**src/rtl/fstx_pkg.sv**
```systemverilog
// Package: shared framing constants and the frame state type.
// Assumes every word on a lane is of the same width.
package fstx_pkg;

    localparam int LANES       = 2;
    localparam int PRE_DUAL    = 3;   // header, counter half, length
    localparam int PRE_SINGLE  = 6;   // both headers, both halves, both lengths
    localparam int POST_DUAL   = 1;
    localparam int POST_SINGLE = 2;
    localparam int PRE_MAX     = PRE_SINGLE;
    localparam int POST_MAX    = POST_SINGLE;

    typedef enum logic [1:0] {
        ST_IDLE = 2'd0,
        ST_ARM  = 2'd1,
        ST_RUN  = 2'd2
    } fstx_state_t;

endpackage

```
**src/rtl/fstx_timer.sv**
```systemverilog
// Bit timer: creates the bit-period tick and the word-load strobe.
// Assumes rate_full is held stable while run is high. The arm cycle
// loads the first word and restarts the bit count.
module fstx_timer #(
    parameter int WORD_W = 16
) (
    input  logic clk,
    input  logic rst_n,
    input  logic arm,
    input  logic run,
    input  logic rate_full,
    output logic tick,
    output logic load,
    output logic bit_zero
);
    localparam int BIT_W = $clog2(WORD_W);

    logic             half_ph;
    logic [BIT_W-1:0] bitcnt;
    logic             last_bit;

    assign tick     = run && (rate_full || half_ph);
    assign last_bit = (bitcnt == BIT_W'(WORD_W - 1));
    assign load     = arm || (tick && last_bit);
    assign bit_zero = (bitcnt == '0);

    // Purpose: advance the half-rate phase and the bit position.
    always_ff @(posedge clk) begin
        if (!rst_n) begin
            half_ph <= 1'b0;
            bitcnt  <= '0;
        end else if (arm) begin
            half_ph <= 1'b0;
            bitcnt  <= '0;
        end else if (run) begin
            half_ph <= ~half_ph;
            if (tick) begin
                bitcnt <= last_bit ? '0 : bitcnt + 1'b1;
            end
        end
    end

    // bit position steps by one on each tick inside a word
    a_r3_bit_step: assert property (@(posedge clk) disable iff (!rst_n)
        (tick && !last_bit && !arm) |=> (bitcnt == $past(bitcnt) + 1'b1));

    // at half rate a tick is never followed by another tick
    a_r7_half_gap: assert property (@(posedge clk) disable iff (!rst_n)
        (run && !rate_full && tick) |=> !tick);

endmodule

```
**src/rtl/fstx_lane_seq.sv**
```systemverilog
// Lane word sequencer: on every load it chooses the next word of its
// lane. A lane has a prefix list, a data run from the buffer and a
// suffix list. One data word is prefetched into a holding register.
// Assumes the buffer answers each request before the slot of that word.
module fstx_lane_seq #(
    parameter int WORD_W   = 16,
    parameter int LEN_W    = 11,
    parameter int PRE_MAX  = 6,
    parameter int POST_MAX = 2
) (
    input  logic                              clk,
    input  logic                              rst_n,
    input  logic                              restart,
    input  logic                              load,
    input  logic [PRE_MAX-1:0][WORD_W-1:0]    pre_words,
    input  logic [$clog2(PRE_MAX+1)-1:0]      pre_n,
    input  logic [POST_MAX-1:0][WORD_W-1:0]   post_words,
    input  logic [$clog2(POST_MAX+1)-1:0]     post_n,
    input  logic [LEN_W:0]                    dlen,
    input  logic                              buf_valid,
    input  logic [WORD_W-1:0]                 buf_data,
    output logic                              buf_req,
    output logic [WORD_W-1:0]                 word,
    output logic                              word_avail
);
    localparam int DLEN_W = LEN_W + 1;
    localparam int POS_W  = DLEN_W + 1;

    logic [POS_W-1:0]  pos, sel_pos, nxt_pos;
    logic [POS_W-1:0]  data_lo, data_hi, total, post_idx;
    logic              cur_is_data, nxt_is_data;
    logic [WORD_W-1:0] hold_data;
    logic              hold_full;

    assign sel_pos     = restart ? '0 : pos;
    assign nxt_pos     = sel_pos + 1'b1;
    assign data_lo     = POS_W'(pre_n);
    assign data_hi     = data_lo + POS_W'(dlen);
    assign total       = data_hi + POS_W'(post_n);
    assign post_idx    = sel_pos - data_hi;
    assign cur_is_data = (sel_pos >= data_lo) && (sel_pos < data_hi);
    assign nxt_is_data = (nxt_pos >= data_lo) && (nxt_pos < data_hi);
    assign word_avail  = (sel_pos < total);
    assign buf_req     = load && nxt_is_data;

    // Purpose: pick the word that belongs in the current slot.
    always_comb begin
        word = '0;
        if (sel_pos < data_lo) begin
            for (int i = 0; i < PRE_MAX; i++) begin
                if (sel_pos == POS_W'(i)) word = pre_words[i];
            end
        end else if (cur_is_data) begin
            word = hold_data;
        end else if (word_avail) begin
            for (int i = 0; i < POST_MAX; i++) begin
                if (post_idx == POS_W'(i)) word = post_words[i];
            end
        end
    end

    // Purpose: move the slot position forward on each load.
    always_ff @(posedge clk) begin
        if (!rst_n) begin
            pos <= '0;
        end else if (load) begin
            pos <= nxt_pos;
        end
    end

    // Purpose: hold the prefetched buffer word until its slot uses it.
    always_ff @(posedge clk) begin
        if (!rst_n) begin
            hold_data <= '0;
            hold_full <= 1'b0;
        end else if (buf_valid) begin
            hold_data <= buf_data;
            hold_full <= 1'b1;
        end else if (restart || (load && cur_is_data)) begin
            hold_full <= 1'b0;
        end
    end

    // a data slot never starts without its word in hand
    a_r9_word_ready: assert property (@(posedge clk) disable iff (!rst_n)
        (load && cur_is_data) |-> hold_full);

    // each request lasts a single cycle
    a_r9_req_pulse: assert property (@(posedge clk) disable iff (!rst_n)
        buf_req |=> !buf_req);

endmodule

```
**src/rtl/fstx_shifter.sv**
```systemverilog
// Lane shifter: takes a word on load and shifts it out LSB first, one
// bit per tick. Drives 0 when its slot holds no word.
module fstx_shifter #(
    parameter int WORD_W = 16
) (
    input  logic              clk,
    input  logic              rst_n,
    input  logic              load,
    input  logic              tick,
    input  logic [WORD_W-1:0] word,
    input  logic              word_avail,
    output logic              bit_out
);
    logic [WORD_W-1:0] sh;
    logic              act;

    assign bit_out = act & sh[0];

    // Purpose: load a new word or shift the current one down.
    always_ff @(posedge clk) begin
        if (!rst_n) begin
            sh  <= '0;
            act <= 1'b0;
        end else if (load) begin
            sh  <= word;
            act <= word_avail;
        end else if (tick) begin
            sh <= sh >> 1;
        end
    end

    // the first bit after a load is bit 0 of the loaded word
    a_r3_lsb_first: assert property (@(posedge clk) disable iff (!rst_n)
        load |=> (bit_out == ($past(word[0]) && $past(word_avail))));

endmodule

```
**src/rtl/fstream_tx.sv**
```systemverilog
// Frame stream serializer top. It accepts a frame start while idle,
// captures the configuration, assembles the per-lane word lists for
// the selected mode, and runs the two lane sequencers and shifters
// from one bit timer. The frame counter advances when both lanes are
// out of words. Assumes buffer words arrive in time.
module fstream_tx
    import fstx_pkg::*;
#(
    parameter int WORD_W = 16,
    parameter int LEN_W  = 11
) (
    input  logic              clk,
    input  logic              rst_n,
    input  logic              start_frame,
    input  logic              dual_mode,
    input  logic              full_rate,
    input  logic [WORD_W-1:0] hdr0_word,
    input  logic [WORD_W-1:0] hdr1_word,
    input  logic [WORD_W-1:0] trl0_word,
    input  logic [WORD_W-1:0] trl1_word,
    input  logic [LEN_W-1:0]  len0_words,
    input  logic [LEN_W-1:0]  len1_words,
    output logic              buf0_req,
    input  logic              buf0_valid,
    input  logic [WORD_W-1:0] buf0_data,
    output logic              buf1_req,
    input  logic              buf1_valid,
    input  logic [WORD_W-1:0] buf1_data,
    output logic              lane0_out,
    output logic              lane1_out,
    output logic              frame_mark,
    output logic              busy
);
    localparam int CNT_W  = 2 * WORD_W;
    localparam int DLEN_W = LEN_W + 1;
    localparam int PN_W   = $clog2(PRE_MAX + 1);
    localparam int QN_W   = $clog2(POST_MAX + 1);

    fstx_state_t       state;
    logic              dual_q, rate_q;
    logic [WORD_W-1:0] hdr0_q, hdr1_q, trl0_q, trl1_q;
    logic [LEN_W-1:0]  len0_q, len1_q;
    logic [CNT_W-1:0]  frame_cnt;
    logic              first_q;
    logic              arm, run, tick, load, bit_zero, frame_end;

    logic [LANES-1:0][PRE_MAX-1:0][WORD_W-1:0]  pre_w;
    logic [LANES-1:0][POST_MAX-1:0][WORD_W-1:0] post_w;
    logic [LANES-1:0][PN_W-1:0]                 pre_n;
    logic [LANES-1:0][QN_W-1:0]                 post_n;
    logic [LANES-1:0][DLEN_W-1:0]               dlen;
    logic [LANES-1:0][WORD_W-1:0]               bdata, lword;
    logic [LANES-1:0]                           bvalid, breq, avail, lbit;

    assign arm       = (state == ST_ARM);
    assign run       = (state == ST_RUN);
    assign busy      = (state != ST_IDLE);
    assign frame_end = run && load && (avail == '0);
    assign frame_mark = run && first_q && bit_zero;

    assign bvalid   = {buf1_valid, buf0_valid};
    assign bdata[0] = buf0_data;
    assign bdata[1] = buf1_data;
    assign buf0_req = breq[0];
    assign buf1_req = breq[1];
    assign lane0_out = lbit[0];
    assign lane1_out = lbit[1];

    // Purpose: step the frame state through idle, arm and run.
    always_ff @(posedge clk) begin
        if (!rst_n) begin
            state <= ST_IDLE;
        end else begin
            case (state)
                ST_IDLE: if (start_frame) state <= ST_ARM;
                ST_ARM:  state <= ST_RUN;
                ST_RUN:  if (frame_end) state <= ST_IDLE;
                default: state <= ST_IDLE;
            endcase
        end
    end

    // Purpose: capture the frame configuration when a start is accepted.
    always_ff @(posedge clk) begin
        if (!rst_n) begin
            dual_q <= 1'b0;
            rate_q <= 1'b0;
            hdr0_q <= '0;
            hdr1_q <= '0;
            trl0_q <= '0;
            trl1_q <= '0;
            len0_q <= '0;
            len1_q <= '0;
        end else if (state == ST_IDLE && start_frame) begin
            dual_q <= dual_mode;
            rate_q <= full_rate;
            hdr0_q <= hdr0_word;
            hdr1_q <= hdr1_word;
            trl0_q <= trl0_word;
            trl1_q <= trl1_word;
            len0_q <= len0_words;
            len1_q <= len1_words;
        end
    end

    // Purpose: count completed frames.
    always_ff @(posedge clk) begin
        if (!rst_n) begin
            frame_cnt <= '0;
        end else if (frame_end) begin
            frame_cnt <= frame_cnt + 1'b1;
        end
    end

    // Purpose: flag the first word of the frame for the marker.
    always_ff @(posedge clk) begin
        if (!rst_n) begin
            first_q <= 1'b0;
        end else if (arm) begin
            first_q <= 1'b1;
        end else if (load) begin
            first_q <= 1'b0;
        end
    end

    // Purpose: build each lane's prefix, data length and suffix for the mode.
    always_comb begin
        pre_w  = '0;
        post_w = '0;
        pre_n  = '0;
        post_n = '0;
        dlen   = '0;
        if (dual_q) begin
            pre_w[0][0]  = hdr0_q;
            pre_w[0][1]  = frame_cnt[WORD_W-1:0];
            pre_w[0][2]  = WORD_W'(len0_q);
            pre_n[0]     = PN_W'(PRE_DUAL);
            post_w[0][0] = trl0_q;
            post_n[0]    = QN_W'(POST_DUAL);
            dlen[0]      = DLEN_W'(len0_q);
            pre_w[1][0]  = hdr1_q;
            pre_w[1][1]  = frame_cnt[CNT_W-1:WORD_W];
            pre_w[1][2]  = WORD_W'(len1_q);
            pre_n[1]     = PN_W'(PRE_DUAL);
            post_w[1][0] = trl1_q;
            post_n[1]    = QN_W'(POST_DUAL);
            dlen[1]      = DLEN_W'(len1_q);
        end else begin
            pre_w[0][0]  = hdr0_q;
            pre_w[0][1]  = hdr1_q;
            pre_w[0][2]  = frame_cnt[WORD_W-1:0];
            pre_w[0][3]  = frame_cnt[CNT_W-1:WORD_W];
            pre_w[0][4]  = WORD_W'(len0_q);
            pre_w[0][5]  = WORD_W'(len1_q);
            pre_n[0]     = PN_W'(PRE_SINGLE);
            post_w[0][0] = trl0_q;
            post_w[0][1] = trl1_q;
            post_n[0]    = QN_W'(POST_SINGLE);
            dlen[0]      = DLEN_W'(len0_q) + DLEN_W'(len1_q);
        end
    end

    fstx_timer #(.WORD_W(WORD_W)) u_timer (
        .clk       (clk),
        .rst_n     (rst_n),
        .arm       (arm),
        .run       (run),
        .rate_full (rate_q),
        .tick      (tick),
        .load      (load),
        .bit_zero  (bit_zero)
    );

    for (genvar g = 0; g < LANES; g++) begin : g_lane
        fstx_lane_seq #(
            .WORD_W   (WORD_W),
            .LEN_W    (LEN_W),
            .PRE_MAX  (PRE_MAX),
            .POST_MAX (POST_MAX)
        ) u_seq (
            .clk        (clk),
            .rst_n      (rst_n),
            .restart    (arm),
            .load       (load),
            .pre_words  (pre_w[g]),
            .pre_n      (pre_n[g]),
            .post_words (post_w[g]),
            .post_n     (post_n[g]),
            .dlen       (dlen[g]),
            .buf_valid  (bvalid[g]),
            .buf_data   (bdata[g]),
            .buf_req    (breq[g]),
            .word       (lword[g]),
            .word_avail (avail[g])
        );

        fstx_shifter #(.WORD_W(WORD_W)) u_shift (
            .clk        (clk),
            .rst_n      (rst_n),
            .load       (load),
            .tick       (tick),
            .word       (lword[g]),
            .word_avail (avail[g]),
            .bit_out    (lbit[g])
        );
    end

    // lanes and marker stay quiet while idle
    a_r1_idle_quiet: assert property (@(posedge clk) disable iff (!rst_n)
        !busy |-> (!lane0_out && !lane1_out && !frame_mark));

    // a frame only begins after a sampled start
    a_r11_start_accept: assert property (@(posedge clk) disable iff (!rst_n)
        $rose(busy) |-> $past(start_frame));

    // the counter moves only as a frame finishes
    a_r8_count_step: assert property (@(posedge clk) disable iff (!rst_n)
        !$stable(frame_cnt) |-> ($fell(busy) && frame_cnt == $past(frame_cnt) + 1'b1));

    // the marker rises right after the arm cycle
    a_r6_marker_align: assert property (@(posedge clk) disable iff (!rst_n)
        $rose(frame_mark) |-> $past(arm));

endmodule

```
**config.mk**
```make
export PLATFORM = sky130hd
export DESIGN_NAME = fstream_tx
export DESIGN_NICKNAME = d
export VERILOG_FILES = /design/src/rtl/fstx_pkg.sv /design/src/rtl/fstx_timer.sv /design/src/rtl/fstx_lane_seq.sv /design/src/rtl/fstx_shifter.sv /design/src/rtl/fstream_tx.sv
export SDC_FILE = /design/constraint.sdc
export NUM_CORES = 1
export LEC_CHECK = 0
export BUFFER_PORTS_ARGS = -buffer_cell sky130_fd_sc_hd__buf_2
export CORE_ASPECT_RATIO = 1.25
export CORE_MARGIN = 5
export CORE_UTILIZATION = 52
export CTS_BUF_LIST = sky130_fd_sc_hd__clkbuf_4 sky130_fd_sc_hd__clkbuf_8 sky130_fd_sc_hd__clkbuf_16
export DETAILED_ROUTE_END_ITERATION = 16
export GPL_ROUTABILITY_DRIVEN = 0
export PLACE_DENSITY = 0.79
export SETUP_SLACK_MARGIN = 0.15
export SLEW_MARGIN = 20
export SYNTH_ARGS = -nofsm -noshare
export SYNTH_HDL_FRONTEND = slang
export SYNTH_HIERARCHICAL = 1
export SYNTH_SLANG_ARGS = --single-unit
```
**constraint.sdc**
```tcl
create_clock -name clk -period 6.1 [get_ports clk]
set_input_delay 0.61 -clock clk [delete_from_list [all_inputs] [get_ports clk]]
set_output_delay 0.61 -clock clk [all_outputs]
set_load 0.005 [all_outputs]
```
==> results of run 1 <==
where the power goes:
part           switching [W]  total, W  internal, W  leakage [nW]
registers          0.0000729   0.00159      0.00152          1.80
logic               0.000816   0.00140     0.000580          6.44
clock network       0.000630   0.00155     0.000924         0.412
worst min-delay path, delay by kind of cell:
kind | cells | cell delay [ns]
buf+inv | 1 | 0.09
simple gates | 1 | 0.04
compound gates | 1 | 0.05
through the flow:
stage          power, W  instance area (sq um)  instances  utilization, %  TNS [ns]
6_report       0.004543                  20260       2785           60.30         0
5_1_grt        0.004757                  20260       2785           60.30   -0.9312
4_1_cts        0.004487                  19870       2778           59.13         0
3_5_place_dp   0.002912                  18930       2731           56.35   -0.5676
3_3_place_gp   0.002870                  18930       2731           56.35         0
2_1_floorplan  0.002564                  18030       2277               -         0
cell families (layout without fill, tap and decap cells):
family,Yosys count,count (layout),synth area share [%]
AOI/OAI and AO/OA,533,533,22.64
adders and majority gates,116,116,8.288
DFF,220,220,24.89
muxes,125,125,7.921
other,2,88,0.04245
and+or+nand+nor,875,875,25.50
buffers and inverters,207,292,4.950
xor gates and xnor gates,113,113,5.764
worst paths after layout:
| path | from | endpoint | slack, ns | depth (start not counted) |
|---|---|---|---|---|
| max | len0_q[1] | g_lane[0].u_shift/sh[1] | 0.12 | 25 |
| min | len0_words[5] | len0_q[5] | 0.30 | 3 |
| max reg2reg | len0_q[1] | g_lane[0].u_shift/sh[1] | 0.12 | 25 |
| min reg2reg | trl0_q[12] | trl0_q[12] | 0.46 | 2 |
state kept, by name, indices dropped and copies added (netlist names), 4 cells and up:
register and cells:
g_lane.u_shift/sh 32, len1_q 11, hdr0_q 16, frame_cnt 32, trl0_q 16, u_timer/bitcnt 4
trl1_q 16, g_lane.u_seq/hold_data 32, hdr1_q 16, g_lane.u_seq/pos 26, len0_q 11
final cells by class:
class,count,share of cell area (%)
clock buffers,32,3.409
clock inverters,11,0.6856
multi-input cells,1850,64.89
flip-flops and latches,220,21.77
well taps,423,2.613
repair buffers,186,5.466
inverters,63,1.167
repair_timing:
action,CTS,global route
pin swaps,4,31
endpoints found under the hold margin,0,0
gates cloned,0,1
gates resized for setup,15,61
buffers inserted,4,6
endpoints found under the setup margin,16,60
cells in the mapped netlist, types with 49 or more instances:
| cell type | n | area (sq um) |
|---|---|---|
| sky130_fd_sc_hd__nor3_1 | 49 | 245.2 |
| sky130_fd_sc_hd__and2_1 | 91 | 569.3 |
| sky130_fd_sc_hd__a21boi_1 | 53 | 397.9 |
| sky130_fd_sc_hd__nor2b_1 | 122 | 763.2 |
| sky130_fd_sc_hd__nor2_1 | 120 | 450.4 |
| sky130_fd_sc_hd__xnor2_1 | 77 | 674.4 |
| sky130_fd_sc_hd__inv_1 | 61 | 229.0 |
| sky130_fd_sc_hd__a21oi_1 | 66 | 330.3 |
| sky130_fd_sc_hd__dfxtp_1 | 220 | 4404 |
| sky130_fd_sc_hd__mux2i_1 | 59 | 590.6 |
| sky130_fd_sc_hd__o21ai_0 | 54 | 270.3 |
| sky130_fd_sc_hd__clkbuf_1 | 118 | 442.9 |
| sky130_fd_sc_hd__nand2b_1 | 53 | 331.6 |
| sky130_fd_sc_hd__a221oi_1 | 49 | 429.2 |
| sky130_fd_sc_hd__nand2_1 | 286 | 1074 |
| sky130_fd_sc_hd__ha_1 | 92 | 1151 |
per-layer routing:
layer,vias to the layer above,track usage [%]
met5,-,0
met4,0,14.20
met3,204,3.311
met2,699,44.82
met1,7886,33.12
li1,8046,-
layout by cell type, fill, tap and decap left out, drive strengths merged, types with 23 or more instances in the layout:
cell type	instances
o31ai	29
xor2	32
a31oi	24
dfxtp	220
nand2b	53
conb	88
o211ai	26
nor3	50
o21ai	74
a21boi	99
clkbuf	33
a21oi	66
inv	63
mux2	66
a211oi	23
a221oi	49
mux2i	59
nand3	38
and2	94
o211a	42
nor2	120
nand2	286
nor2b	123
ha	92
buf	185
xnor2	81
==> impl_metrics.csv, run 1 <==
group,metric,value,unit
layout,area_growth_syn_to_layout,14.51,%
timing,setup_repair_after_global_routing_missed_its_margin,"true",
drt,highest_metal_layer_with_signal_wires,"met4",
clock_tree,cts_buffer_depth,3,
timing,setup_viol,0,
drt,avgRoutedWirePerCell,19.07,um
yosys,ys_async_sr_fraction,0,%
layout,post_route_cells_drive_above_1_share,16.98,%
layout,seqCellArea,4410,sq um
yosys,synth-seq-area-share,24.89,%
yosys,netlist_area,17690,sq um
layout,design.final.nets,2569,
clock_tree,cts.clk_slew.worst_paths,0.06,ns
floorplan,core.rowCount,75,
worst_setup_path,path_delay_family,"simple AND/OR/NAND/NOR gates",
yosys,avgSynthCellArea,8.075,sq um
drt,drc,0,
drt,met2_length,25.08,mm
timing,final.hold.worst_slack,0.3018,ns
drt,detailroute.via_count,16840,
timing,tightestPinTransition,1.021,ns
yosys,synth-main-ff-cell,"sky130_fd_sc_hd__dfxtp_1",
drt,met1_length,21.01,mm
clock_tree,cts.htree.levels,1,
drt,detail_route.iter0.violations,1686,
yosys,synth-edff-count,0,
worst_setup_path,crit_fanout,8,
worst_setup_path,critPathSlowestCell,"sky130_fd_sc_hd__or4_4",
timing,post-route-worst-setup-slack,0.1236,ns
clock_tree,clk-insertion-delay-late,0.54,ns
placement,post-place-ws,-0.07104,ns
clock_tree,cts_tree,"done",
worst_setup_path,critPathLaunchType,"flip-flop",
global_routing,grt_first_pass_wirelength,83.89,mm
floorplan,core_region_area,33590,sq um
worst_setup_path,critPathArrivalTime,6.46,ns
timing,finalHoldViolCount,0,
pwr,vdd_drop_max,0.2329,mV
floorplan,die_h,216.2,um
yosys,number_of_register_bits_inferred_by_synthesis,220,
timing,minimum_clock_period,5.976,ns
timing,report.final.slew_viol_count,0,
timing,timing.fmax,0.1673,GHz
layout,antenna-diode-count,0,
drt,drt-vias-per-instance,6.045,
timing,worst_relative_slew_slack,31.93,%
clock_tree,cts_root_buf,"sky130_fd_sc_hd__clkbuf_16",
floorplan,design.die.area,37840,sq um
clock_tree,cts.sink_count,220,
floorplan,dieWidth,175.0,um
worst_setup_path,timing.setup.critical_path_class,"flip-flop to flip-flop",
floorplan,initial_utilization,52.66,%
worst_setup_path,cp_slowest_stage_delay,0.64,ns
placement,io_buf_count,130,
floorplan,pin_count,131,
drt,final_wirelength,53.10,mm
global_routing,grt.total_usage,26.57,%
global_routing,initial_antenna_violation_count,0,
timing,fin_crit_sh,97.97,%
clock_tree,cts-buffers-inserted,24,
global_routing,grt-ovfl-total,0,
global_routing,number_of_global_route_vias_before_repair,16300,
drt,final_antenna_net_count,0,
worst_setup_path,worst_ep_required_time,6.58,ns
drt,firstDrtPassIters,6,
layout,n_fill_cell,2813,
global_routing,grt_max_degree,111,
run_status,outcome,"complete, no violations",
pwr,cellLeakagePower,8.655,nW
placement,place.detailed.hpwl,38.95,mm
layout,multi_input_comb_area,13150,sq um
yosys,syn_inst,2191,
pwr,power.density,224.3,nW/um^2
run,max_cap_viol_count,0,
hold_path,min-delay-path-class,"primary input to flip-flop",
clock_tree,postCtsHoldBufs,0,
yosys,post_synth_num_cell_types,101,
timing,finalClockSkew,0.01017,ns
drt,dr_wl_met3,3.624,mm
yosys,synth.yosys.warnings,6,
worst_setup_path,critPathCaptureType,"flip-flop",
worst_setup_path,cp.buffers_inverters,2,
No activity file was read; power rests on OpenSTA's default activity.
==> inputs of run 2 (changes only) <==
- RECOVER_POWER: not set -> 25
==> run 2 against run 1 <==
Compared with the run above:
- critical path depth unchanged
- power about the same
- critical path type unchanged
- register-to-register slack about the same
- non-clock buffer count unchanged
- cell count unchanged
- largest cell class unchanged
- hold slack worse by 0.0032 ns
- core utilization about the same
- clock power about the same
- wire length up 0.16%
- setup slack better by 0.0031 ns
- global-route usage unchanged
==> impl_metrics.csv, run 2 (synthesis results as in run 1) <==
group,metric,value,unit
pwr,clock_power_share,34.2,%
global_routing,grt-ovfl-total,0,
drt,detailroute.via_count,16830,
run,max_cap_viol_count,0,
layout,final_common_cell,"sky130_fd_sc_hd__nand2_1",
timing,setup_repair_after_global_routing_missed_its_margin,"true",
global_routing,grt.total_usage,26.57,%
layout,post_route_cells_drive_above_1_share,16.93,%
clock_tree,cts.htree.levels,1,
layout,area_growth_syn_to_layout,14.50,%
drt,final_wirelength,53.19,mm
floorplan,core_region_area,33590,sq um
layout,top_regs,"frame_cnt: 32 flops, g_lane.u_seq/hold_data: 32 flops, g_lane.u_shift/sh: 32 flops",
drt,final_antenna_net_count,0,
global_routing,number_of_global_route_vias_before_repair,16300,
layout,design.final.nets,2569,
worst_setup_path,critPathSlowestCell,"sky130_fd_sc_hd__or4_4",
pwr,vdd_drop_max,0.2332,mV
floorplan,initial_utilization,52.66,%
timing,timing.setup.tns,0,ns
worst_setup_path,critPathLaunchType,"flip-flop",
worst_setup_path,worst_ep_required_time,6.58,ns
clock_tree,cts_root_buf,"sky130_fd_sc_hd__clkbuf_16",
global_routing,grt_first_pass_wirelength,83.89,mm
pwr,power.density,224.4,nW/um^2
layout,antenna-diode-count,0,
drt,detail_route.iter0.violations,1737,
timing,timing.fmax,0.1674,GHz
timing,finalHoldViolCount,0,
floorplan,design.die.area,37840,sq um
floorplan,die_h,216.2,um
clock_tree,cts-buffers-inserted,24,
pwr,switching_fraction,33.47,%
hold_path,min-delay-path-class,"primary input to flip-flop",
layout,n_fill_cell,2812,
drt,firstDrtPassIters,6,
drt,avgRoutedWirePerCell,19.10,um
floorplan,core.rowCount,75,
pwr,power.total,0.004545,W
pwr,cellLeakagePower,8.652,nW
timing,setup_viol,0,
pwr,comb_power_share,30.7,%
layout,most-common-layout-cells,"sky130_fd_sc_hd__nand2_1, sky130_fd_sc_hd__dfxtp_1, sky130_fd_sc_hd__buf_2",
drt,drc,0,
worst_setup_path,crit_fanout,8,
global_routing,grt_max_degree,111,
timing,minimum_clock_period,5.973,ns
clock_tree,cts_tree,"done",
clock_tree,clk-insertion-delay-late,0.54,ns
clock_tree,cts_buffer_depth,3,
placement,place.detailed.hpwl,38.95,mm
worst_setup_path,critPathCaptureType,"flip-flop",
pwr,power_frac_seq,35.0,%
placement,placedInstanceArea,18930,sq um
timing,report.final.slew_viol_count,0,
timing,fin_crit_sh,97.92,%
timing,tightestPinTransition,1.404,ns
timing,worst_relative_slew_slack,6.418,%
drt,drt-vias-per-instance,6.043,
timing,finalClockSkew,0.01086,ns
pwr,power_report.internal_total,0.003024,W
clock_tree,cts.sink_count,220,
clock_tree,cts.clk_slew.worst_paths,0.06,ns
global_routing,initial_antenna_violation_count,0,
worst_setup_path,critPathArrivalTime,6.46,ns
run_status,outcome,"complete, no violations",
worst_setup_path,timing.setup.critical_path_class,"flip-flop to flip-flop",
floorplan,dieWidth,175.0,um
worst_setup_path,cp_slowest_stage_delay,0.64,ns
pwr,power_switching,0.001521,W
placement,io_buf_count,130,
floorplan,pin_count,131,
layout,finish.instance_area,20260,sq um
[run 2: repair_timing]
item                                    CTS  global route
endpoints found under the setup margin   16            60
hold buffers                              0             0
cloned                                    0             1
pin swaps                                 4            31
buffers inserted                          4             6
gates resized for setup                  15            61
[run 2: path summary, 6_finish.rpt]
check	start	endpoint	slack (ns)	depth (start not counted)
min reg2reg	trl0_q[12]	trl0_q[12]	0.46	2
max reg2reg	len0_q[1]	g_lane[0].u_shift/sh[1]	0.13	25
min	len0_words[5]	len0_q[5]	0.30	3
max	len0_q[1]	g_lane[0].u_shift/sh[1]	0.13	25
[run 2: power groups by stage]
| stage | Clock [W] | Sequential, W | Combinational (W) |
|---|---|---|---|
| 4_1_cts | 0.00158 | 0.00159 | 0.00132 |
| 3_5_place_dp | 0 | 0.00162 | 0.00129 |
| 5_1_grt | 0.00163 | 0.00160 | 0.00152 |
| 3_3_place_gp | 0 | 0.00162 | 0.00125 |
| 2_1_floorplan | 0 | 0.00159 | 0.000975 |
| 6_report | 0.00156 | 0.00159 | 0.00140 |
[run 2: cell type report]
cell class	instances	area, sq um	area share, %
clock buffer	32	690.7	3.410
multi-input combinational	1850	13150	64.89
sequential	220	4410	21.77
inverter	63	236.5	1.167
timing repair buffer	186	1106	5.460
tap	423	529.3	2.613
clock inverter	11	138.9	0.6856
[run 2: per-layer routing]
layer | wire length [um] | up-vias | GRT usage, %
li1 | - | 8057 | -
met1 | 20990 | 7881 | 33.12
met2 | 25220 | 684 | 44.82
met3 | 3681 | 207 | 3.311
met4 | 3294 | 0 | 14.20
met5 | 0 | - | 0
[run 2: worst max-delay path: cells and delay by family (launching register included)]
| kind | cells | cell delay, ns |
|---|---|---|
| AND/OR/NAND/NOR | 9 | 2.36 |
| AO/OA/AOI/OAI | 10 | 1.90 |
| adder cells (fa/ha/maj) | 2 | 0.68 |
| buffers and inverters | 2 | 0.39 |
| flip-flops | 1 | 0.34 |
| XOR/XNOR | 2 | 0.23 |
[run 2: through the flow]
step,utilization (%),hold slack (ns),worst slack (ns),cells
floorplan,-,0.4347,0.1561,2277
global placement,56.35,0.4431,0.1390,2731
detailed placement,56.35,0.4461,-0.07104,2731
global route,60.30,0.3021,-0.1006,2785
finish,60.30,0.2986,0.1267,2785
CTS,59.13,0.2928,0.1565,2778
==> inputs of run 3 (changes only) <==
==> constraint.sdc (replaced) <==
create_clock -name clk -period 6.1 [get_ports clk]
set_input_delay 1.22 -clock clk [delete_from_list [all_inputs] [get_ports clk]]
set_output_delay 1.22 -clock clk [all_outputs]
set_load 0.005 [all_outputs]
==> run 3 against run 2 <==
Compared with the run above:
- the flow now finishes with violations (max-capacitance violations, max-slew violations)
- clock power about the same
- global-route usage down 0.45 points
- sequential share of layout area about the same
- critical path type unchanged
- largest cell class unchanged
- largest power group unchanged
- highest routed layer unchanged
==> impl_metrics.csv, run 3 (synthesis results as in run 1) <==
group,metric,value,unit
run_status,outcome,"complete, but fails checks",
run_status,failed_checks,"max-capacitance violations, max-slew violations",
worst_setup_path,r2r_end,"g_lane[0].u_shift/sh[12]",
drt,firstDrtPassIters,5,
worst_setup_path,critical_path_depth,25,
timing,timing.setup.tns,0,ns
worst_setup_path,worst_setup_path_startpoint,"len1_q[0]",
floorplan,core_region_area,33590,sq um
floorplan,design.die.area,37840,sq um
drt,final_antenna_net_count,0,
pwr,comb_power_share,30.7,%
drt,detail_route.iter0.violations,1437,
worst_setup_path,critPathCaptureType,"flip-flop",
pwr,power.density,223.6,nW/um^2
worst_setup_path,worst_r2r_path_depth,25,
timing,setup_viol,0,
global_routing,number_of_global_route_vias_before_repair,16080,
timing,timing.fmax,0.1705,GHz
floorplan,die_h,216.2,um
layout,final_util,60.39,%
worst_setup_path,critPathLaunchType,"flip-flop",
worst_setup_path,critPathSlowestCell,"sky130_fd_sc_hd__or4_4",
floorplan,pin_count,131,
floorplan,initial_utilization,52.66,%
worst_setup_path,critPathArrivalTime,6.34,ns
drt,detailroute.via_count,16810,
clock_tree,cts.clk_slew.worst_paths,0.06,ns
worst_setup_path,worst_ep_required_time,6.57,ns
clock_tree,cts_tree,"done",
placement,placedInstanceArea,18970,sq um
clock_tree,cts.sink_count,220,
pwr,power.total,0.004537,W
pwr,clock_power_share,34.1,%
floorplan,dieWidth,175.0,um
worst_setup_path,crit_fanout,8,
timing,finalClockSkew,0.01805,ns
layout,design.final.nets,2579,
layout,n_fill_cell,2882,
clock_tree,cts_root_buf,"sky130_fd_sc_hd__clkbuf_16",
global_routing,grt-ovfl-total,0,
placement,place.detailed.hpwl,39.01,mm
timing,fin_crit_sh,96.14,%
drt,final_wirelength,52.69,mm
worst_setup_path,r2r_slack,0.24,ns
worst_setup_path,critical_path_sink,"g_lane[0].u_shift/sh[12]",
clock_tree,clk-insertion-delay-late,0.54,ns
drt,drt-vias-per-instance,6.012,
pwr,vdd_drop_max,0.2297,mV
timing,report.final.slew_viol_count,230,
layout,final_common_cell,"sky130_fd_sc_hd__nand2_1",
global_routing,grt_max_degree,94,
pwr,switching_fraction,33.13,%
timing,minimum_clock_period,5.864,ns
layout,antenna-diode-count,0,
pwr,power_frac_seq,35.2,%
timing,final.hold.worst_slack,0.4603,ns
layout,finish.instance_area,20290,sq um
layout,top_regs,"frame_cnt: 32 flops, g_lane.u_seq/hold_data: 32 flops, g_lane.u_shift/sh: 32 flops",
pwr,power_report.internal_total,0.003034,W
global_routing,grt_first_pass_wirelength,83.16,mm
worst_setup_path,timing.setup.critical_path_class,"flip-flop to flip-flop",
layout,area_growth_syn_to_layout,14.67,%
drt,drc,0,
layout,most-common-layout-cells,"sky130_fd_sc_hd__nand2_1, sky130_fd_sc_hd__dfxtp_1, sky130_fd_sc_hd__buf_2",
hold_path,min-delay-path-class,"flip-flop to flip-flop",
clock_tree,postCtsHoldBufs,0,
placement,io_buf_count,130,
global_routing,initial_antenna_violation_count,0,
timing,finalHoldViolCount,0,
timing,tightestPinTransition,2.496,ns
worst_setup_path,cp.buffers_inverters,4,
global_routing,grt.total_usage,26.11,%
clock_tree,cts.htree.levels,1,
run,max_cap_viol_count,3,
clock_tree,cts_buffer_depth,3,
drt,avgRoutedWirePerCell,18.84,um
timing,worst_relative_slew_slack,-66.42,%
timing,setup_repair_after_global_routing_missed_its_margin,"true",
layout,post_route_cells_drive_above_1_share,17.28,%
clock_tree,cts-buffers-inserted,24,
pwr,cellLeakagePower,8.651,nW
pwr,power_switching,0.001503,W
floorplan,core.rowCount,75,
worst_setup_path,cp_slowest_stage_delay,0.53,ns
worst_setup_path,r2r_start,"len1_q[0]",
worst_setup_path,path_delay_family,"simple AND/OR/NAND/NOR gates",
==> run 3: power by group through the flow <==
| stage | combinational, W | sequential [W] | clock (W) |
|---|---|---|---|
| 2_1_floorplan | 0.000975 | 0.00159 | 0 |
| 3_3_place_gp | 0.00124 | 0.00162 | 0 |
| 3_5_place_dp | 0.00128 | 0.00162 | 0 |
| 4_1_cts | 0.00132 | 0.00159 | 0.00157 |
| 5_1_grt | 0.00151 | 0.00160 | 0.00163 |
| 6_report | 0.00139 | 0.00160 | 0.00155 |
==> run 3: worst min path at each step <==
stage,start,endpoint,slack [ns],depth (start not counted)
2_1_floorplan,trl0_q[0],trl0_q[0],0.43,2
5_1_grt,trl0_q[8],trl0_q[8],0.48,2
4_1_cts,trl0_q[12],trl0_q[12],0.45,2
3_5_place_dp,trl0_q[12],trl0_q[12],0.45,2
6_report,trl0_q[2],trl0_q[2],0.46,2
3_3_place_gp,trl0_q[7],trl0_q[7],0.44,2
==> run 3: per-layer routing <==
metal  track usage, %  share of wire, %  wire length [um]
met1            32.36                41             21340
met2            45.33                48             25270
met3            3.364               6.3              3325
met4            11.68               5.2              2756
met5                0                 0                 0
==> run 3: area by class of cell <==
class	count	area (sq um)	area share [%]
multi-input combinational	1850	13080	64.46
sequential	220	4413	21.75
timing repair buffer	196	1176	5.797
clock buffer	35	739.5	3.645
tap	423	529.3	2.609
inverter	63	236.5	1.166
clock inverter	9	115.1	0.5674
==> run 3: timing repair <==
item | in CTS | in global routing
setup buffers | 10 | 5
setup endpoints to repair | 18 | 62
pin swaps | 7 | 14
resized for setup | 15 | 60
cloned | 0 | 1
==> run 3: tightest hold or removal path, cell delays in order, from the launching register on <==
cell and delay (ns):
sky130_fd_sc_hd__dfxtp_1 0.31, sky130_fd_sc_hd__nand2_1 0.05, sky130_fd_sc_hd__a21boi_1 0.05
==> run 3: metrics by stage <==
step	cells	setup WS, ns
CTS	2790	0.1405
finish	2796	0.2356
floorplan	2277	0.1561
detailed placement	2736	0.02559
global placement	2736	0.2223
global route	2796	0.06778
